[src/rtl/i2c_slv_pkg.sv]
package i2c_slv_pkg;

   typedef enum logic [2:0] {
      SL_IDLE,
      SL_ADDR,
      SL_RX,
      SL_ACK,
      SL_TX,
      SL_MACK,
      SL_HOLD
   } slv_state_t;

   localparam logic [2:0] RA_BUF  = 3'd0;
   localparam logic [2:0] RA_OWNL = 3'd1;
   localparam logic [2:0] RA_OWNH = 3'd2;
   localparam logic [2:0] RA_MSKL = 3'd3;
   localparam logic [2:0] RA_MSKH = 3'd4;
   localparam logic [2:0] RA_CTRL = 3'd5;
   localparam logic [2:0] RA_STAT = 3'd6;

   localparam int CB_EN  = 0;
   localparam int CB_TEN = 1;
   localparam int CB_GC  = 2;
   localparam int CTRL_W = 3;

   localparam int SB_OV = 6;
   localparam int SB_IF = 7;

   localparam logic [4:0] TEN_TAG = 5'b11110;

endpackage

[src/rtl/i2c_line_filter.sv]
module i2c_line_filter #(
   parameter int STAGES = 2
) (
   input  logic clk,
   input  logic rst_n,
   input  logic scl_raw,
   input  logic sda_raw,
   output logic sda_h,
   output logic scl_rise,
   output logic scl_fall,
   output logic start_p,
   output logic stop_p
);

   generate
      if (STAGES < 2) begin : g_bad_stages
         $error("i2c_line_filter: STAGES must be at least 2");
      end
   endgenerate

   // bit 0 = SCL, bit 1 = SDA; index STAGES is the history copy
   logic [STAGES:0][1:0] pipe_q;
   logic [1:0]           cur;
   logic [1:0]           prv;

   always_ff @(posedge clk or negedge rst_n) begin
      if (!rst_n) pipe_q <= '1;
      else        pipe_q <= {pipe_q[STAGES-1:0], {sda_raw, scl_raw}};
   end

   assign cur      = pipe_q[STAGES-1];
   assign prv      = pipe_q[STAGES];
   assign sda_h    = cur[1];
   assign scl_rise = cur[0] & ~prv[0];
   assign scl_fall = ~cur[0] & prv[0];
   assign start_p  = cur[0] & prv[0] & prv[1] & ~cur[1];
   assign stop_p   = cur[0] & prv[0] & ~prv[1] & cur[1];

endmodule

[src/rtl/i2c_addr_cmp.sv]
module i2c_addr_cmp #(
   parameter int DATA_W = 8,
   parameter int ADDR_W = 10
) (
   input  logic [DATA_W-1:0] rx_byte,
   input  logic [ADDR_W-1:0] own,
   input  logic [ADDR_W-1:0] mask,
   input  logic              gc_en,
   output logic              hit7,
   output logic              hit_hdr,
   output logic              hit_lo,
   output logic              hit_gc
);
   import i2c_slv_pkg::*;

   localparam int HDR_W = ADDR_W - DATA_W;

   generate
      if (DATA_W != 8 || HDR_W != 2) begin : g_bad_widths
         $error("i2c_addr_cmp: byte must be 8 bits and address 10 bits");
      end
   endgenerate

   // mask bit 1 = compared, 0 = don't care
   assign hit7    = ((rx_byte[DATA_W-1:1] ^ own[DATA_W-2:0]) & mask[DATA_W-2:0]) == '0;
   assign hit_hdr = (rx_byte[DATA_W-1:HDR_W+1] == TEN_TAG) &&
                    (((rx_byte[HDR_W:1] ^ own[ADDR_W-1:DATA_W]) & mask[ADDR_W-1:DATA_W]) == '0);
   assign hit_lo  = ((rx_byte ^ own[DATA_W-1:0]) & mask[DATA_W-1:0]) == '0;
   assign hit_gc  = gc_en && (rx_byte == '0);

endmodule

[src/rtl/i2c_addr_slave.sv]
module i2c_addr_slave #(
   parameter int SYNC_STAGES = 2,
   parameter int DATA_W      = 8,
   parameter int ADDR_W      = 10,
   parameter int REG_AW      = 3
) (
   input  logic              clk,
   input  logic              rst_n,
   input  logic              scl_i,
   input  logic              sda_i,
   output logic              scl_oe,
   output logic              sda_oe,
   input  logic [REG_AW-1:0] host_addr,
   input  logic              host_wr,
   input  logic [DATA_W-1:0] host_wdata,
   input  logic              host_rd,
   output logic [DATA_W-1:0] host_rdata,
   output logic              irq
);
   import i2c_slv_pkg::*;

   localparam int HDR_W = ADDR_W - DATA_W;
   localparam int CNT_W = $clog2(DATA_W + 1);
   localparam logic [CNT_W-1:0] LAST_BIT = CNT_W'(DATA_W - 1);
   localparam logic [CNT_W-1:0] ALL_BITS = CNT_W'(DATA_W);

   generate
      if (REG_AW != 3) begin : g_bad_reg_aw
         $error("i2c_addr_slave: REG_AW must be 3");
      end
      if (HDR_W < 1) begin : g_bad_addr_w
         $error("i2c_addr_slave: ADDR_W must exceed DATA_W");
      end
   endgenerate

   logic sda_h, scl_rise, scl_fall, start_p, stop_p;
   logic hit7, hit_hdr, hit_lo, hit_gc;

   logic [ADDR_W-1:0] own_q, mask_q;
   logic [CTRL_W-1:0] ctrl_q;
   logic [DATA_W-1:0] hold_q, sh_q;
   logic [CNT_W-1:0]  cnt_q;
   slv_state_t        st_q, nxt_q;
   logic ack_q, ack_on_q, lo_q, hi_ok_q, tx_full_q, mack_q;
   logic sda_low_q, scl_low_q;
   logic bf_q, rw_q, da_q, s_q, p_q, gc_q, ov_q, if_q;
   logic [DATA_W-1:0] rx_byte_w, stat_w;
   logic en_w;

   i2c_line_filter #(.STAGES(SYNC_STAGES)) u_filt (
      .clk      (clk),
      .rst_n    (rst_n),
      .scl_raw  (scl_i),
      .sda_raw  (sda_i),
      .sda_h    (sda_h),
      .scl_rise (scl_rise),
      .scl_fall (scl_fall),
      .start_p  (start_p),
      .stop_p   (stop_p)
   );

   assign rx_byte_w = {sh_q[DATA_W-2:0], sda_h};

   i2c_addr_cmp #(.DATA_W(DATA_W), .ADDR_W(ADDR_W)) u_cmp (
      .rx_byte (rx_byte_w),
      .own     (own_q),
      .mask    (mask_q),
      .gc_en   (ctrl_q[CB_GC]),
      .hit7    (hit7),
      .hit_hdr (hit_hdr),
      .hit_lo  (hit_lo),
      .hit_gc  (hit_gc)
   );

   assign en_w   = ctrl_q[CB_EN];
   assign stat_w = {if_q, ov_q, gc_q, p_q, s_q, da_q, rw_q, bf_q};
   assign scl_oe = scl_low_q;
   assign sda_oe = sda_low_q;
   assign irq    = if_q;

   always_comb begin
      case (host_addr)
         RA_BUF:  host_rdata = hold_q;
         RA_OWNL: host_rdata = own_q[DATA_W-1:0];
         RA_OWNH: host_rdata = {{(2*DATA_W-ADDR_W){1'b0}}, own_q[ADDR_W-1:DATA_W]};
         RA_MSKL: host_rdata = mask_q[DATA_W-1:0];
         RA_MSKH: host_rdata = {{(2*DATA_W-ADDR_W){1'b0}}, mask_q[ADDR_W-1:DATA_W]};
         RA_CTRL: host_rdata = {{(DATA_W-CTRL_W){1'b0}}, ctrl_q};
         RA_STAT: host_rdata = stat_w;
         default: host_rdata = '0;
      endcase
   end

   always_ff @(posedge clk or negedge rst_n) begin
      if (!rst_n) begin
         own_q     <= '0;
         mask_q    <= '1;
         ctrl_q    <= '0;
         hold_q    <= '0;
         sh_q      <= '0;
         cnt_q     <= '0;
         st_q      <= SL_IDLE;
         nxt_q     <= SL_IDLE;
         ack_q     <= 1'b0;
         ack_on_q  <= 1'b0;
         lo_q      <= 1'b0;
         hi_ok_q   <= 1'b0;
         tx_full_q <= 1'b0;
         mack_q    <= 1'b0;
         sda_low_q <= 1'b0;
         scl_low_q <= 1'b0;
         bf_q      <= 1'b0;
         rw_q      <= 1'b0;
         da_q      <= 1'b0;
         s_q       <= 1'b0;
         p_q       <= 1'b0;
         gc_q      <= 1'b0;
         ov_q      <= 1'b0;
         if_q      <= 1'b0;
      end else begin
         // host side
         if (host_wr) begin
            case (host_addr)
               RA_BUF:  begin hold_q <= host_wdata; sh_q <= host_wdata; tx_full_q <= 1'b1; end
               RA_OWNL: own_q[DATA_W-1:0]       <= host_wdata;
               RA_OWNH: own_q[ADDR_W-1:DATA_W]  <= host_wdata[HDR_W-1:0];
               RA_MSKL: mask_q[DATA_W-1:0]      <= host_wdata;
               RA_MSKH: mask_q[ADDR_W-1:DATA_W] <= host_wdata[HDR_W-1:0];
               RA_CTRL: ctrl_q <= host_wdata[CTRL_W-1:0];
               RA_STAT: begin ov_q <= host_wdata[SB_OV]; if_q <= host_wdata[SB_IF]; end
               default: ;
            endcase
         end
         if (host_rd && host_addr == RA_BUF) bf_q <= 1'b0;

         // bus side
         if (!en_w) begin
            st_q      <= SL_IDLE;
            sda_low_q <= 1'b0;
            scl_low_q <= 1'b0;
         end else if (start_p) begin
            st_q      <= SL_ADDR;
            cnt_q     <= '0;
            lo_q      <= 1'b0;
            sda_low_q <= 1'b0;
            scl_low_q <= 1'b0;
            s_q       <= 1'b1;
            p_q       <= 1'b0;
         end else if (stop_p) begin
            st_q      <= SL_IDLE;
            sda_low_q <= 1'b0;
            scl_low_q <= 1'b0;
            s_q       <= 1'b0;
            p_q       <= 1'b1;
            hi_ok_q   <= 1'b0;
            tx_full_q <= 1'b0;
            rw_q      <= 1'b0;
         end else begin
            case (st_q)
               SL_ADDR, SL_RX: begin
                  if (scl_rise) begin
                     sh_q <= rx_byte_w;
                     if (cnt_q != LAST_BIT) begin
                        cnt_q <= cnt_q + 1'b1;
                     end else begin
                        cnt_q    <= '0;
                        st_q     <= SL_ACK;
                        ack_on_q <= 1'b0;
                        if (st_q == SL_RX) begin
                           da_q <= 1'b1;
                           if (bf_q) begin
                              ov_q  <= 1'b1;
                              ack_q <= 1'b0;
                           end else begin
                              hold_q <= rx_byte_w;
                              bf_q   <= 1'b1;
                              if_q   <= 1'b1;
                              ack_q  <= 1'b1;
                              nxt_q  <= SL_RX;
                           end
                        end else begin
                           da_q <= 1'b0;
                           if (hit_gc && !lo_q) begin
                              ack_q <= 1'b1; nxt_q <= SL_RX; gc_q <= 1'b1;
                              if_q  <= 1'b1; rw_q  <= 1'b0;
                           end else if (!ctrl_q[CB_TEN]) begin
                              ack_q <= hit7;
                              if (hit7) begin
                                 gc_q  <= 1'b0;
                                 if_q  <= 1'b1;
                                 rw_q  <= rx_byte_w[0];
                                 nxt_q <= rx_byte_w[0] ? SL_HOLD : SL_RX;
                              end
                           end else if (lo_q) begin
                              ack_q   <= hit_lo;
                              hi_ok_q <= hit_lo;
                              lo_q    <= 1'b0;
                              if (hit_lo) begin
                                 gc_q <= 1'b0; if_q <= 1'b1; nxt_q <= SL_RX;
                              end
                           end else if (hit_hdr && !rx_byte_w[0]) begin
                              ack_q <= 1'b1; lo_q <= 1'b1; nxt_q <= SL_ADDR;
                           end else if (hit_hdr && hi_ok_q) begin
                              ack_q <= 1'b1; rw_q <= 1'b1; if_q <= 1'b1;
                              gc_q  <= 1'b0; nxt_q <= SL_HOLD;
                           end else begin
                              ack_q   <= 1'b0;
                              hi_ok_q <= 1'b0;
                           end
                        end
                     end
                  end
               end
               SL_ACK: begin
                  if (scl_fall) begin
                     if (!ack_on_q) begin
                        ack_on_q  <= 1'b1;
                        sda_low_q <= ack_q;
                     end else begin
                        sda_low_q <= 1'b0;
                        cnt_q     <= '0;
                        if (!ack_q) begin
                           st_q <= SL_IDLE;
                        end else if (nxt_q == SL_HOLD) begin
                           if (tx_full_q) begin
                              st_q      <= SL_TX;
                              sh_q      <= hold_q;
                              sda_low_q <= ~hold_q[DATA_W-1];
                              tx_full_q <= 1'b0;
                           end else begin
                              st_q      <= SL_HOLD;
                              scl_low_q <= 1'b1;
                              ack_on_q  <= 1'b0;
                           end
                        end else begin
                           st_q <= nxt_q;
                        end
                     end
                  end
               end
               SL_HOLD: begin
                  // place the first bit, then free SCL one cycle later
                  if (ack_on_q) begin
                     scl_low_q <= 1'b0;
                     st_q      <= SL_TX;
                     cnt_q     <= '0;
                  end else if (tx_full_q) begin
                     sh_q      <= hold_q;
                     sda_low_q <= ~hold_q[DATA_W-1];
                     tx_full_q <= 1'b0;
                     ack_on_q  <= 1'b1;
                  end
               end
               SL_TX: begin
                  if (scl_rise) begin
                     cnt_q <= cnt_q + 1'b1;
                  end else if (scl_fall) begin
                     if (cnt_q == ALL_BITS) begin
                        sda_low_q <= 1'b0;
                        st_q      <= SL_MACK;
                     end else begin
                        sh_q      <= {sh_q[DATA_W-2:0], 1'b0};
                        sda_low_q <= ~sh_q[DATA_W-2];
                     end
                  end
               end
               SL_MACK: begin
                  if (scl_rise) begin
                     mack_q <= ~sda_h;
                  end else if (scl_fall) begin
                     cnt_q <= '0;
                     if (!mack_q) begin
                        st_q <= SL_IDLE;
                     end else begin
                        if_q <= 1'b1;
                        if (tx_full_q) begin
                           st_q      <= SL_TX;
                           sh_q      <= hold_q;
                           sda_low_q <= ~hold_q[DATA_W-1];
                           tx_full_q <= 1'b0;
                        end else begin
                           st_q      <= SL_HOLD;
                           scl_low_q <= 1'b1;
                           ack_on_q  <= 1'b0;
                        end
                     end
                  end
               end
               default: ;
            endcase
         end
      end
   end

endmodule

[config.mk]
export PLATFORM = sky130hd
export DESIGN_NAME = i2c_addr_slave
export DESIGN_NICKNAME = d
export VERILOG_FILES = /design/src/rtl/i2c_slv_pkg.sv /design/src/rtl/i2c_line_filter.sv /design/src/rtl/i2c_addr_cmp.sv /design/src/rtl/i2c_addr_slave.sv
export SDC_FILE = /design/constraint.sdc
export NUM_CORES = 1
export LEC_CHECK = 0
export ABC_AREA = 1
export BUFFER_PORTS_ARGS = -buffer_cell sky130_fd_sc_hd__buf_2
export CAP_MARGIN = 20
export CORE_MARGIN = 2
export CORE_UTILIZATION = 50
export DETAILED_ROUTE_END_ITERATION = 16
export PLACE_DENSITY_LB_ADDON = 0.2
export SYNTH_ARGS = -nofsm -noshare
export SYNTH_HDL_FRONTEND = slang
export SYNTH_HIERARCHICAL = 1
export SYNTH_SLANG_ARGS = --single-unit
[constraint.sdc]
create_clock -name clk -period 2.88 [get_ports clk]
set_input_delay 0.576 -clock clk [delete_from_list [all_inputs] [get_ports clk]]
set_output_delay 0.576 -clock clk [all_outputs]
set_load 0.01 [all_outputs]
==> results of run 1 <==
[state kept, by name (all words and copies together) (netlist names), 2 cells and up]
signal,flops
ctrl_q,3
cnt_q,4
mask_q,10
nxt_q,3
u_filt/cur,2
st_q,3
sh_q,7
own_q,10
u_filt/pipe_q,2
hold_q,8
u_filt/prv,2
[final cells by class]
type	instances	area [um^2]	share of cell area, %
Clock buffer	10	128	2.46
Clock inverter	6	93.8	1.81
Inverter	99	374	7.22
Multi-Input combinational cell	539	2520	48.7
Sequential cell	70	1770	34.2
Tap cell	111	139	2.68
Timing Repair Buffer	29	153	2.95
[through the flow]
step | area [um^2] | std cells | power (mW) | worst slack [ps]
global placement | 4960 | 848 | 2.74 | 612
finish | 5180 | 864 | 3.71 | 523
global route | 5180 | 864 | 3.96 | 385
detailed placement | 4960 | 848 | 2.76 | 564
CTS | 5180 | 864 | 3.70 | 558
floorplan | 4710 | 716 | 2.34 | 1020
[metal layers]
layer | vias to the layer above | share of wire, % | GRT usage [%]
met1 | 2200 | 46 | 41.5
met3 | 29 | 6.0 | 4.58
met5 | - | 0 | 0
li1 | 2360 | - | -
met4 | 0 | 2.3 | 10.1
met2 | 180 | 45 | 46.6
[how the worst min path moves through the flow]
stage                      from               end
6_report                  sda_i  u_filt/pipe_q[1]
2_1_floorplan             rst_n          ack_on_q
4_1_cts                   sda_i  u_filt/pipe_q[1]
3_5_place_dp   u_filt/pipe_q[0]     u_filt/cur[0]
3_3_place_gp   u_filt/pipe_q[0]     u_filt/cur[0]
5_1_grt                   sda_i  u_filt/pipe_q[1]
[placed cells by master, fill, tap and decap left out, drive strengths merged]
master | synthesis | routed
a22oi | 2 | 2
o2111ai | 4 | 4
a22o | 1 | 1
a221oi | 1 | 1
o221ai | 1 | 1
clkbuf | 3 | 10
nand3b | 1 | 1
nor2 | 84 | 84
nand4 | 14 | 14
o21a | 2 | 2
or2 | 3 | 3
dfrtp | 54 | 54
dfstp | 16 | 16
o21ai | 64 | 64
bufinv | 0 | 2
o22ai | 2 | 2
a21oi | 10 | 10
o211ai | 4 | 4
clkinv | 3 | 4
inv | 96 | 98
nand2 | 265 | 265
ha | 2 | 2
nand3 | 57 | 57
o21bai | 7 | 7
buf | 5 | 29
nor3 | 7 | 7
nor4 | 3 | 3
a31oi | 5 | 5
clkinvlp | 0 | 1
[logic make-up (layout without fill, tap and decap cells)]
kind of cell / after synthesis / in the layout
simple gates: 434 / 434
flops: 70 / 70
compound gates: 103 / 103
fa+ha+maj: 2 / 2
buf+inv: 107 / 144
[power groups by stage]
stage               clock (mW)  sequential [mW]  combinational, mW
floorplan                    0             1.43              0.911
global placement             0             1.58               1.15
detailed placement           0             1.60               1.17
CTS                      0.943             1.58               1.17
global route             0.982             1.62               1.36
finish                   0.929             1.59               1.19
==> impl_metrics.sql, run 1 <==
INSERT INTO impl_metrics (metric_group, metric, value, unit) VALUES
('run_status', 'run_status', 'finished, final reports clean', ''),
('logic_synthesis', 'yosys.area.top_type_share', '28.7', '%'),
('grt', 'initial_antenna_violation_count', '0', ''),
('min_path', 'worstHoldPathType', 'in -> reg', ''),
('power_and_ir_drop', 'power.share.combinational', '32.0', '%'),
('power_and_ir_drop', 'seq_power_share', '43.0', '%'),
('timing', 'timing.max_slew.rel_slack', '39.7', '%'),
('cells_and_area', 'antenna-diode-count', '0', ''),
('grt', 'globalRoute.totalOverflow', '0', ''),
('grt', 'groute.usage.overall', '29.5', '%'),
('logic_synthesis', 'post_synth_xor_area_fraction', '0', '%'),
('setup_path', 'timing.critical_path.mode_cell', 'sky130_fd_sc_hd__buf_2', ''),
('setup_path', 'critPathKind', 'in -> out', ''),
('setup_path', 'cp.depth', '7', ''),
('drt', 'route.detailed.vias_per_inst', '5.52', ''),
('timing', 'post-route-period-util', '81.8', '%'),
('clock_network', 'postCtsHoldBufs', '0', ''),
('logic_synthesis', 'synth-seq-area-share', '37.6', '%'),
('drt', 'drtAntennaViolNets', '0', ''),
('grt', 'first_global_vias', '4530', ''),
('logic_synthesis', 'combinational_family_with_the_most_area_after_synthesis', 'simple AND/OR/NAND/NOR gates', ''),
('die', 'floorplan.rows', '35', ''),
('cells_and_area', 'post-route-util', '56.3', '%'),
('die', 'initial_core_util', '51.2', '%'),
('cells_and_area', 'drive_gt1_share', '12.9', '%'),
('setup_path', 'kind_of_cell_with_the_highest_combined_delay_on_the_critical_path', 'buffers and inverters', ''),
('power_and_ir_drop', 'power_frac_clock', '25.1', '%'),
('min_path', 'worstHoldPathCells', '1', ''),
('cells_and_area', 'nets', '767', ''),
('timing', 'tightestPinTransition', '904', 'ps'),
('logic_synthesis', 'netlist_top_cells_count', 'sky130_fd_sc_hd__nand2_1 (256), sky130_fd_sc_hd__inv_1 (89), sky130_fd_sc_hd__nor2_1 (74)', ''),
('cells_and_area', 'nFillCells', '930', ''),
('timing', 'tns', '0', 'ps'),
('drt', 'drc_errors', '0', ''),
('run', 'timing.max_cap.violations', '0', ''),
('clock_network', 'htreeDepth', '3', ''),
('setup_path', 'critical_path.startpoint', 'host_addr[2]', ''),
('logic_synthesis', 'ys.warnings.count', '6', ''),
('cells_and_area', 'flow.area_growth_from_synthesis', '10.0', '%'),
('logic_synthesis', 'async_reset_ff_share', '100', '%'),
('drt', 'route.detailed.wl_per_inst', '16.6', 'um'),
('die', 'die-area', '10200', 'um^2'),
('setup_path', 'worstPathCellList', 'buf_2 > inv_1 > nand3_1 > clkinv_1 > a22oi_1 > nand4_1 > buf_2', ''),
('logic_synthesis', 'synth_mux_area_share', '0', '%'),
('logic_synthesis', 'synth-adder-area-share', '0.532', '%'),
('clock_network', 'worst_skew_pair.late_latency', '360', 'ps'),
('logic_synthesis', 'netlist-cell-type-count', '41', ''),
('drt', 'detailed_route_iter0_violations', '415', ''),
('setup_path', 'cp.required', '2300', 'ps'),
('logic_synthesis', 'synth_largest_area_cell', 'sky130_fd_sc_hd__dfrtp_1', ''),
('logic_synthesis', 'synthesis.nets', '735', ''),
('clock_network', 'clock_tree.buffer_depth', '2', ''),
('logic_synthesis', 'synthesized_netlist_cell_count', '716', ''),
('logic_synthesis', 'ys_ff_latch', '70', ''),
('drt', 'route.final.wire_length', '14400', 'um'),
('setup_path', 'regToRegSetupSlack', '620', 'ps'),
('power_and_ir_drop', 'power_switching_share', '42.7', '%'),
('power_and_ir_drop', 'powerDensity', '716', 'nW/um^2'),
('setup_path', 'critical_path.reg2reg.startpoint', 'u_filt/cur[0]', ''),
('power_and_ir_drop', 'power_switching', '1.58', 'mW'),
('timing', 'period_minus_ws_final', '2360', 'ps'),
('setup_path', 'worst_setup_path_start_kind', 'input pin', ''),
('die', 'fp.coreArea', '9200', 'um^2'),
('clock_network', 'cts-buffers-inserted', '9', ''),
('setup_path', 'timing.critical_path.to', 'host_rdata[2]', ''),
('die', 'dieHeight', '101', 'um'),
('timing', 'max_freq', '424', 'MHz'),
('clock_network', 'cts_resized', '0', ''),
('setup_path', 'critical-path-slowest-cell', 'sky130_fd_sc_hd__a22oi_1', ''),
('timing', 'fin_hold_ws', '310', 'ps'),
('die', 'i_o_pin_count', '28', '');
(Power assumes the default switching activity.)
==> run 2, diff against run 1 <==
clock period = 2.15 ns   (was 2.88 ns; I/O delays follow)
==> run 2 against run 1 <==
Against the previous run: count of clock-buffer cells in the layout rose by 1; global-route usage fell by 0.12 points; first-iteration DRC count rose by 18%; via count rose by 1.6%; worst hold slack got worse by 280 ps; design area rose by 3.6%; clock skew fell by 3.7 ps; combinational power rose by 45%; sequential power rose by 30%; worst setup slack got worse by 380 ps; core utilization rose by 2.0 points; clock power rose by 33%; critical path type unchanged; largest cell class unchanged.
==> impl_metrics.sql, run 2 (synthesized netlist as in run 1, its figures left out) <==
INSERT INTO impl_metrics (metric_group, metric, value, unit) VALUES
('run', 'timing.max_cap.violations', '0', ''),
('timing', 'report.final.slew_viol_count', '0', ''),
('timing', 'finalSetupViolations', '0', ''),
('drt', 'drc_errors', '0', ''),
('setup_path', 'worst_setup_path_start_kind', 'input pin', ''),
('die', 'floorplan.rows', '35', ''),
('grt', 'initial_antenna_violation_count', '0', ''),
('place', 'place.detailed.instances', '864', ''),
('grt', 'first_pass_grt_wire_length', '23100', 'um'),
('cells_and_area', 'nFillCells', '906', ''),
('setup_path', 'critical_path.reg2reg.startpoint', 'sh_q[3]', ''),
('clock_network', 'tritoncts', 'done', ''),
('place', 'place.gp.congestion', '0.932', ''),
('grt', 'grt_max_degree', '39', ''),
('drt', 'route.final.wire_length', '14200', 'um'),
('setup_path', 'timing.critical_path.to', 'host_rdata[0]', ''),
('die', 'die_x', '101', 'um'),
('timing', 'tightestPinTransition', '479', 'ps'),
('clock_network', 'cts-buffers-inserted', '9', ''),
('setup_path', 'critical-path-slowest-cell', 'sky130_fd_sc_hd__a22o_1', ''),
('place', 'detailed_place.area', '5100', 'um^2'),
('cells_and_area', 'antenna-diode-count', '0', ''),
('power_and_ir_drop', 'power_switching', '2.07', 'mW'),
('drt', 'route.vias.total', '4843', ''),
('die', 'die-area', '10200', 'um^2'),
('min_path', 'worstHoldPathType', 'in -> async', ''),
('setup_path', 'regToRegSetupSlack', '200', 'ps'),
('clock_network', 'worst_skew_pair.late_latency', '340', 'ps'),
('setup_path', 'worstRegToRegCells', '12', ''),
('power_and_ir_drop', 'powerDensity', '938', 'nW/um^2'),
('setup_path', 'cp.depth', '8', ''),
('timing', 'grt_setup_unrepaired', 'no', ''),
('timing', 'timing.max_slew.rel_slack', '68.0', '%'),
('die', 'dieHeight', '101', 'um'),
('timing', 'post-route-period-util', '93.5', '%'),
('grt', 'globalRoute.totalOverflow', '0', ''),
('die', 'fp.coreArea', '9200', 'um^2'),
('drt', 'route.detailed.wl_per_inst', '16.1', 'um'),
('drt', 'drtAntennaViolNets', '0', ''),
('drt', 'route.detailed.vias_per_inst', '5.48', ''),
('clock_network', 'htreeDepth', '3', ''),
('setup_path', 'critPathKind', 'in -> out', ''),
('power_and_ir_drop', 'power_report.internal_total', '2.96', 'mW'),
('power_and_ir_drop', 'power_switching_share', '41.2', '%'),
('run_status', 'run_status', 'finished, final reports clean', ''),
('cells_and_area', 'drive_gt1_share', '15.8', '%'),
('setup_path', 'worstPathCellList', 'buf_2 > inv_1 > nand3_1 > clkinv_1 > a22o_1 > nor2_1 > nand2_1 > buf_2', ''),
('power_and_ir_drop', 'power.share.combinational', '34.2', '%'),
('timing', 'number_of_endpoints_with_negative_hold_slack_in_the_final_report', '0', ''),
('setup_path', 'cp.required', '1720', 'ps'),
('power_and_ir_drop', 'power_frac_clock', '24.6', '%'),
('setup_path', 'crit_path_end_kind', 'output port', ''),
('cells_and_area', 'layout.cells.most_common_list', 'sky130_fd_sc_hd__nand2_1 (256), sky130_fd_sc_hd__inv_1 (89), sky130_fd_sc_hd__nor2_1 (74)', ''),
('setup_path', 'kind_of_cell_with_the_highest_combined_delay_on_the_critical_path', 'buffers and inverters', ''),
('drt', 'detailed_route_iter0_violations', '488', ''),
('cells_and_area', 'final-seq-area', '1780', 'um^2'),
('place', 'setup_slack_placement', '159', 'ps'),
('setup_path', 'worst_path_largest_cell_delay', '290', 'ps'),
('timing', 'fin_ws', '140', 'ps'),
('cells_and_area', 'mostFrequentLayoutCell', 'sky130_fd_sc_hd__nand2_1', ''),
('cells_and_area', 'flow.area_growth_from_synthesis', '13.9', '%'),
('cells_and_area', 'nets', '787', ''),
('grt', 'groute.usage.overall', '29.4', '%'),
('setup_path', 'critical_path.startpoint', 'host_addr[2]', ''),
('power_and_ir_drop', 'peakVddDrop', '0.465', 'mV'),
('clock_network', 'tritoncts_num_sinks', '70', ''),
('clock_network', 'postCtsHoldBufs', '0', ''),
('clock_network', 'root_buffer', 'sky130_fd_sc_hd__clkbuf_8', ''),
('setup_path', 'crit_arrival', '1580', 'ps'),
('setup_path', 'worst_r2r_endpoint', 'nxt_q[1]', ''),
('clock_network', 'clock_tree.buffer_depth', '2', ''),
('cells_and_area', 'layoutNonFillerInstCount', '884', ''),
('setup_path', 'path_buf_inv', '4', ''),
('timing', 'clock-skew-final', '11.1', 'ps'),
('cells_and_area', 'largest_registers', 'mask_q: 10 flops, own_q: 10 flops, hold_q: 8 flops', ''),
('power_and_ir_drop', 'leakage', '2.77', 'nW'),
('place', 'buffer_ports.inserted', '27', ''),
('setup_path', 'critPathMaxFanout', '9', ''),
('timing', 'tns', '0', 'ps'),
('grt', 'first_global_vias', '4523', ''),
('timing', 'max_freq', '497', 'MHz'),
('place', 'post-dp-hpwl', '10900', 'um'),
('timing', 'fin_hold_ws', '29.6', 'ps'),
('clock_network', 'clk_transition_reported_paths', '80', 'ps'),
('die', 'initial_core_util', '51.2', '%'),
('grt', 'gr-max-usage-layer', 'met2', ''),
('grt', 'met1_usage', '42.6', '%'),
('timing', 'period_minus_ws_final', '2010', 'ps'),
('power_and_ir_drop', 'seq_power_share', '41.2', '%'),
('grt', 'fraction_of_met3_tracks_used_by_global_routing', '4.92', '%'),
('die', 'i_o_pin_count', '28', ''),
('cells_and_area', 'final_area', '5360', 'um^2'),
('drt', 'detail_route.first_pass.iterations', '5', ''),
('grt', 'globalRouteMet2Util', '44.4', '%'),
('cells_and_area', 'multi_input_area', '2520', 'um^2'),
('setup_path', 'timing.critical_path.mode_cell', 'sky130_fd_sc_hd__buf_2', '');
[run 2: cell types whose count changed in the layout (fill, tap and decap cells not counted)]
cell | before | now
sky130_fd_sc_hd__buf_4 | 3 | 20
sky130_fd_sc_hd__dfrtp_1 | 54 | 50
sky130_fd_sc_hd__dfrtp_2 | 0 | 4
sky130_fd_sc_hd__buf_12 | 0 | 2
sky130_fd_sc_hd__clkbuf_2 | 0 | 1
sky130_fd_sc_hd__clkbuf_8 | 9 | 10
sky130_fd_sc_hd__clkinv_2 | 0 | 1
sky130_fd_sc_hd__clkinv_4 | 1 | 0
sky130_fd_sc_hd__inv_6 | 2 | 1
sky130_fd_sc_hd__nor3_1 | 7 | 6
sky130_fd_sc_hd__nor3_2 | 0 | 1
[run 2: cell type report]
class                           count  share of cell area, %
Clock buffer                       11                   2.64
Sequential cell                    70                   33.1
Multi-Input combinational cell    539                   47.1
Clock inverter                      5                   1.52
Timing Repair Buffer               49                   6.07
Inverter                           99                   6.98
Tap cell                          111                   2.59
[run 2: layer usage]
| layer | part of all wire [%] | wire (um) |
|---|---|---|
| met1 | 46 | 6550 |
| met2 | 44 | 6180 |
| met3 | 7.8 | 1110 |
| met4 | 2.5 | 348 |
| met5 | 0 | 0 |
[run 2: metrics by stage]
| stage | total power, mW | utilization (%) |
|---|---|---|
| 6_report | 5.03 | 58.3 |
| 5_1_grt | 5.39 | 58.3 |
| 4_1_cts | 5.01 | 57.9 |
| 3_5_place_dp | 3.75 | 55.5 |
| 3_3_place_gp | 3.74 | 55.5 |
| 2_1_floorplan | 3.13 | - |
[run 2: worst min path at each step]
| stage | from | endpoint | slack [ps] | depth (start not counted) |
|---|---|---|---|---|
| finish | rst_n | st_q[2] | 30 | 1 |
| global placement | u_filt/pipe_q[0] | u_filt/cur[0] | 350 | 0 |
| floorplan | rst_n | ack_on_q | 130 | 0 |
| CTS | rst_n | st_q[2] | 50 | 1 |
| detailed placement | u_filt/pipe_q[0] | u_filt/cur[0] | 350 | 0 |
| global route | rst_n | st_q[2] | 50 | 1 |
[run 2: power by group through the flow]
| stage | registers (mW) | logic (mW) | clock network (mW) |
|---|---|---|---|
| 2_1_floorplan | 1.91 | 1.22 | 0 |
| 3_3_place_gp | 2.06 | 1.68 | 0 |
| 3_5_place_dp | 2.07 | 1.68 | 0 |
| 4_1_cts | 2.05 | 1.69 | 1.27 |
| 5_1_grt | 2.12 | 1.96 | 1.31 |
| 6_report | 2.07 | 1.72 | 1.24 |
[run 2: timing repair]
action                                  4_1_cts  5_1_grt
endpoints found under the setup margin        0        5
gates resized for setup                       0        5
buffers inserted                              0        4
==> run 3, diff against run 2 <==
CORE_ASPECT_RATIO = 1.75   (was not set)
==> run 3 against run 2 <==
Against the previous run: worst setup slack got worse by 46 ps; sequential share of layout area is 0.76 points lower; critical path depth rose by 6; global-route usage rose by 1.7 points; register-to-register slack got worse by 110 ps; core utilization grew 2.0 points; count of clock-buffer cells in the layout is 2 lower; combinational power grew 9%; first-iteration DRC count is 19% lower; worst hold slack improved by 77 ps; maximum frequency shrank 2.3%; largest cell class unchanged; largest power group unchanged.
==> impl_metrics.sql, run 3 (synthesized netlist as in run 1, its figures left out) <==
INSERT INTO impl_metrics (metric_group, metric, value, unit) VALUES
('power_and_ir_drop', 'powerDensity', '1010', 'nW/um^2'),
('clock_network', 'root_buffer', 'sky130_fd_sc_hd__clkbuf_16', ''),
('timing', 'period_minus_ws_final', '2060', 'ps'),
('die', 'die_x', '77.3', 'um'),
('clock_network', 'postCtsHoldBufs', '0', ''),
('cells_and_area', 'post-route-util', '60.3', '%'),
('cells_and_area', 'nFillCells', '904', ''),
('cells_and_area', 'flow.area_growth_from_synthesis', '16.5', '%'),
('drt', 'drtAntennaViolNets', '0', ''),
('setup_path', 'worst_path_largest_cell_delay', '410', 'ps'),
('run', 'timing.max_cap.violations', '0', ''),
('die', 'die-area', '10200', 'um^2'),
('timing', 'timing.max_slew.rel_slack', '65.4', '%'),
('setup_path', 'critical_path.reg2reg.startpoint', 'sh_q[4]', ''),
('timing', 'number_of_endpoints_with_negative_hold_slack_in_the_final_report', '0', ''),
('timing', 'report.final.slew_viol_count', '0', ''),
('cells_and_area', 'layout.cells.most_common_list', 'sky130_fd_sc_hd__nand2_1 (255), sky130_fd_sc_hd__inv_1 (89), sky130_fd_sc_hd__nor2_1 (73)', ''),
('clock_network', 'htreeDepth', '3', ''),
('drt', 'route.vias.total', '4945', ''),
('clock_network', 'worst_skew_pair.late_latency', '350', 'ps'),
('die', 'initial_core_util', '51.8', '%'),
('drt', 'detail_route.first_pass.iterations', '7', ''),
('place', 'post-dp-hpwl', '11900', 'um'),
('power_and_ir_drop', 'finalPower', '5.55', 'mW'),
('setup_path', 'crit_arrival', '2290', 'ps'),
('run_status', 'run_status', 'finished, final reports clean', ''),
('setup_path', 'worstRegToRegCells', '14', ''),
('power_and_ir_drop', 'leakage', '2.80', 'nW'),
('drt', 'route.final.wire_length', '15500', 'um'),
('die', 'i_o_pin_count', '28', ''),
('clock_network', 'tritoncts_num_sinks', '70', ''),
('clock_network', 'clock_tree.buffer_depth', '2', ''),
('cells_and_area', 'drive_gt1_share', '16.1', '%'),
('power_and_ir_drop', 'power_switching_share', '40.2', '%'),
('die', 'floorplan.rows', '46', ''),
('grt', 'groute.usage.overall', '31.1', '%'),
('setup_path', 'critical-path-slowest-cell', 'sky130_fd_sc_hd__dfrtp_1', ''),
('setup_path', 'cp.required', '2380', 'ps'),
('drt', 'route.detailed.vias_per_inst', '5.55', ''),
('timing', 'grt_setup_unrepaired', 'no', ''),
('grt', 'first_global_vias', '4744', ''),
('clock_network', 'clk_transition_reported_paths', '60', 'ps'),
('power_and_ir_drop', 'power_frac_clock', '29.6', '%'),
('clock_network', 'tritoncts', 'done', ''),
('grt', 'grt_max_degree', '71', ''),
('cells_and_area', 'nets', '785', ''),
('cells_and_area', 'mostFrequentLayoutCell', 'sky130_fd_sc_hd__nand2_1', ''),
('power_and_ir_drop', 'power_report.internal_total', '3.32', 'mW'),
('clock_network', 'cts-buffers-inserted', '9', ''),
('grt', 'globalRoute.totalOverflow', '0', ''),
('place', 'place.gp.congestion', '0.992', ''),
('die', 'dieHeight', '132', 'um'),
('timing', 'finalSetupViolations', '0', ''),
('setup_path', 'worst_setup_path_start_kind', 'flip-flop', ''),
('setup_path', 'worstPathCellList', 'buf_4 > nand2_1 > nand2_1 > nor2_1 > nor2_1 > nand2_1 > nor2_1 > nor2_1 > nor2_1 > nand2_1 > nand2_1 > nand3_2 > o21ai_1 > inv_1', ''),
('timing', 'max_freq', '486', 'MHz'),
('drt', 'route.detailed.wl_per_inst', '17.4', 'um'),
('setup_path', 'crit_path_end_kind', 'flip-flop', ''),
('timing', 'tns', '0', 'ps'),
('min_path', 'worstHoldPathType', 'in -> async', ''),
('cells_and_area', 'antenna-diode-count', '0', ''),
('timing', 'tightestPinTransition', '518', 'ps'),
('place', 'buffer_ports.inserted', '27', ''),
('cells_and_area', 'multi_input_area', '2560', 'um^2'),
('setup_path', 'worst_r2r_endpoint', 'nxt_q[1]', ''),
('die', 'fp.coreArea', '9090', 'um^2'),
('setup_path', 'kind_of_cell_with_the_highest_combined_delay_on_the_critical_path', 'simple AND/OR/NAND/NOR gates', ''),
('power_and_ir_drop', 'power_switching', '2.23', 'mW'),
('drt', 'drc_errors', '0', ''),
('cells_and_area', 'final-seq-area', '1780', 'um^2'),
('power_and_ir_drop', 'seq_power_share', '36.6', '%'),
('cells_and_area', 'largest_registers', 'mask_q: 10 flops, own_q: 10 flops, hold_q: 8 flops', ''),
('setup_path', 'critPathMaxFanout', '7', ''),
('timing', 'post-route-period-util', '95.6', '%'),
('setup_path', 'regToRegSetupSlack', '90', 'ps'),
('grt', 'initial_antenna_violation_count', '0', ''),
('power_and_ir_drop', 'peakVddDrop', '0.559', 'mV'),
('power_and_ir_drop', 'power.share.combinational', '33.8', '%'),
('drt', 'detailed_route_iter0_violations', '397', ''),
('timing', 'clock-skew-final', '6.94', 'ps'),
('setup_path', 'path_buf_inv', '2', ''),
('setup_path', 'critPathKind', 'reg -> reg', ''),
('grt', 'first_pass_grt_wire_length', '24400', 'um');
==> run 3: changes by cell type in the layout (fill, tap and decap cells not counted), sizes merged <==
cell	before	now
clkbuf	12	9
buf	48	47
clkinvlp	1	3
==> run 3: repair_timing <==
item,4_1_cts,5_1_grt
setup endpoints to repair,0,19
resized for setup,0,14
buffers inserted,0,5
==> run 3: routing by layer <==
layer | routed length, um | track usage (%)
met4 | 1210 | 21.9
met1 | 5520 | 32.2
met2 | 8100 | 56.1
met3 | 668 | 4.45
met5 | 0 | 0
==> run 3: how the worst max path moves through the flow <==
stage | startpoint | to | slack (ps) | depth (start not counted)
after floorplan | u_filt/cur[1] | nxt_q[1] | 320 | 13
after global placement | sh_q[5] | gc_q | 40 | 12
after detailed placement | u_filt/cur[1] | sh_q[4] | 30 | 11
after CTS | sh_q[5] | nxt_q[1] | 7 | 12
after global routing | sh_q[4] | nxt_q[1] | 0.8 | 14
final | sh_q[4] | nxt_q[1] | 90 | 14
==> run 3: final cells by class <==
class                           count  area share [%]
Clock inverter                      7            1.78
Multi-Input combinational cell    539            46.6
Tap cell                          120            2.74
Inverter                           99            6.94
Timing Repair Buffer               47            5.43
Sequential cell                    70            32.4
Clock buffer                        9            4.11
==> run 3: power by group through the flow <==
stage	combinational, mW	clock [mW]	sequential [mW]
floorplan	1.22	0	1.91
CTS	1.78	1.65	2.01
finish	1.87	1.64	2.03
global placement	1.74	0	2.02
global route	2.09	1.72	2.06
detailed placement	1.77	0	2.03
==> run 3: per-stage QoR <==
stage	instance area, um^2	hold slack [ps]	instances	setup WS (ps)
floorplan	4710	134	716	317
global placement	5080	346	870	44.9
detailed placement	5080	352	870	30.3
CTS	5400	130	886	7.44
global route	5480	154	891	0.796
finish	5480	107	891	93.6
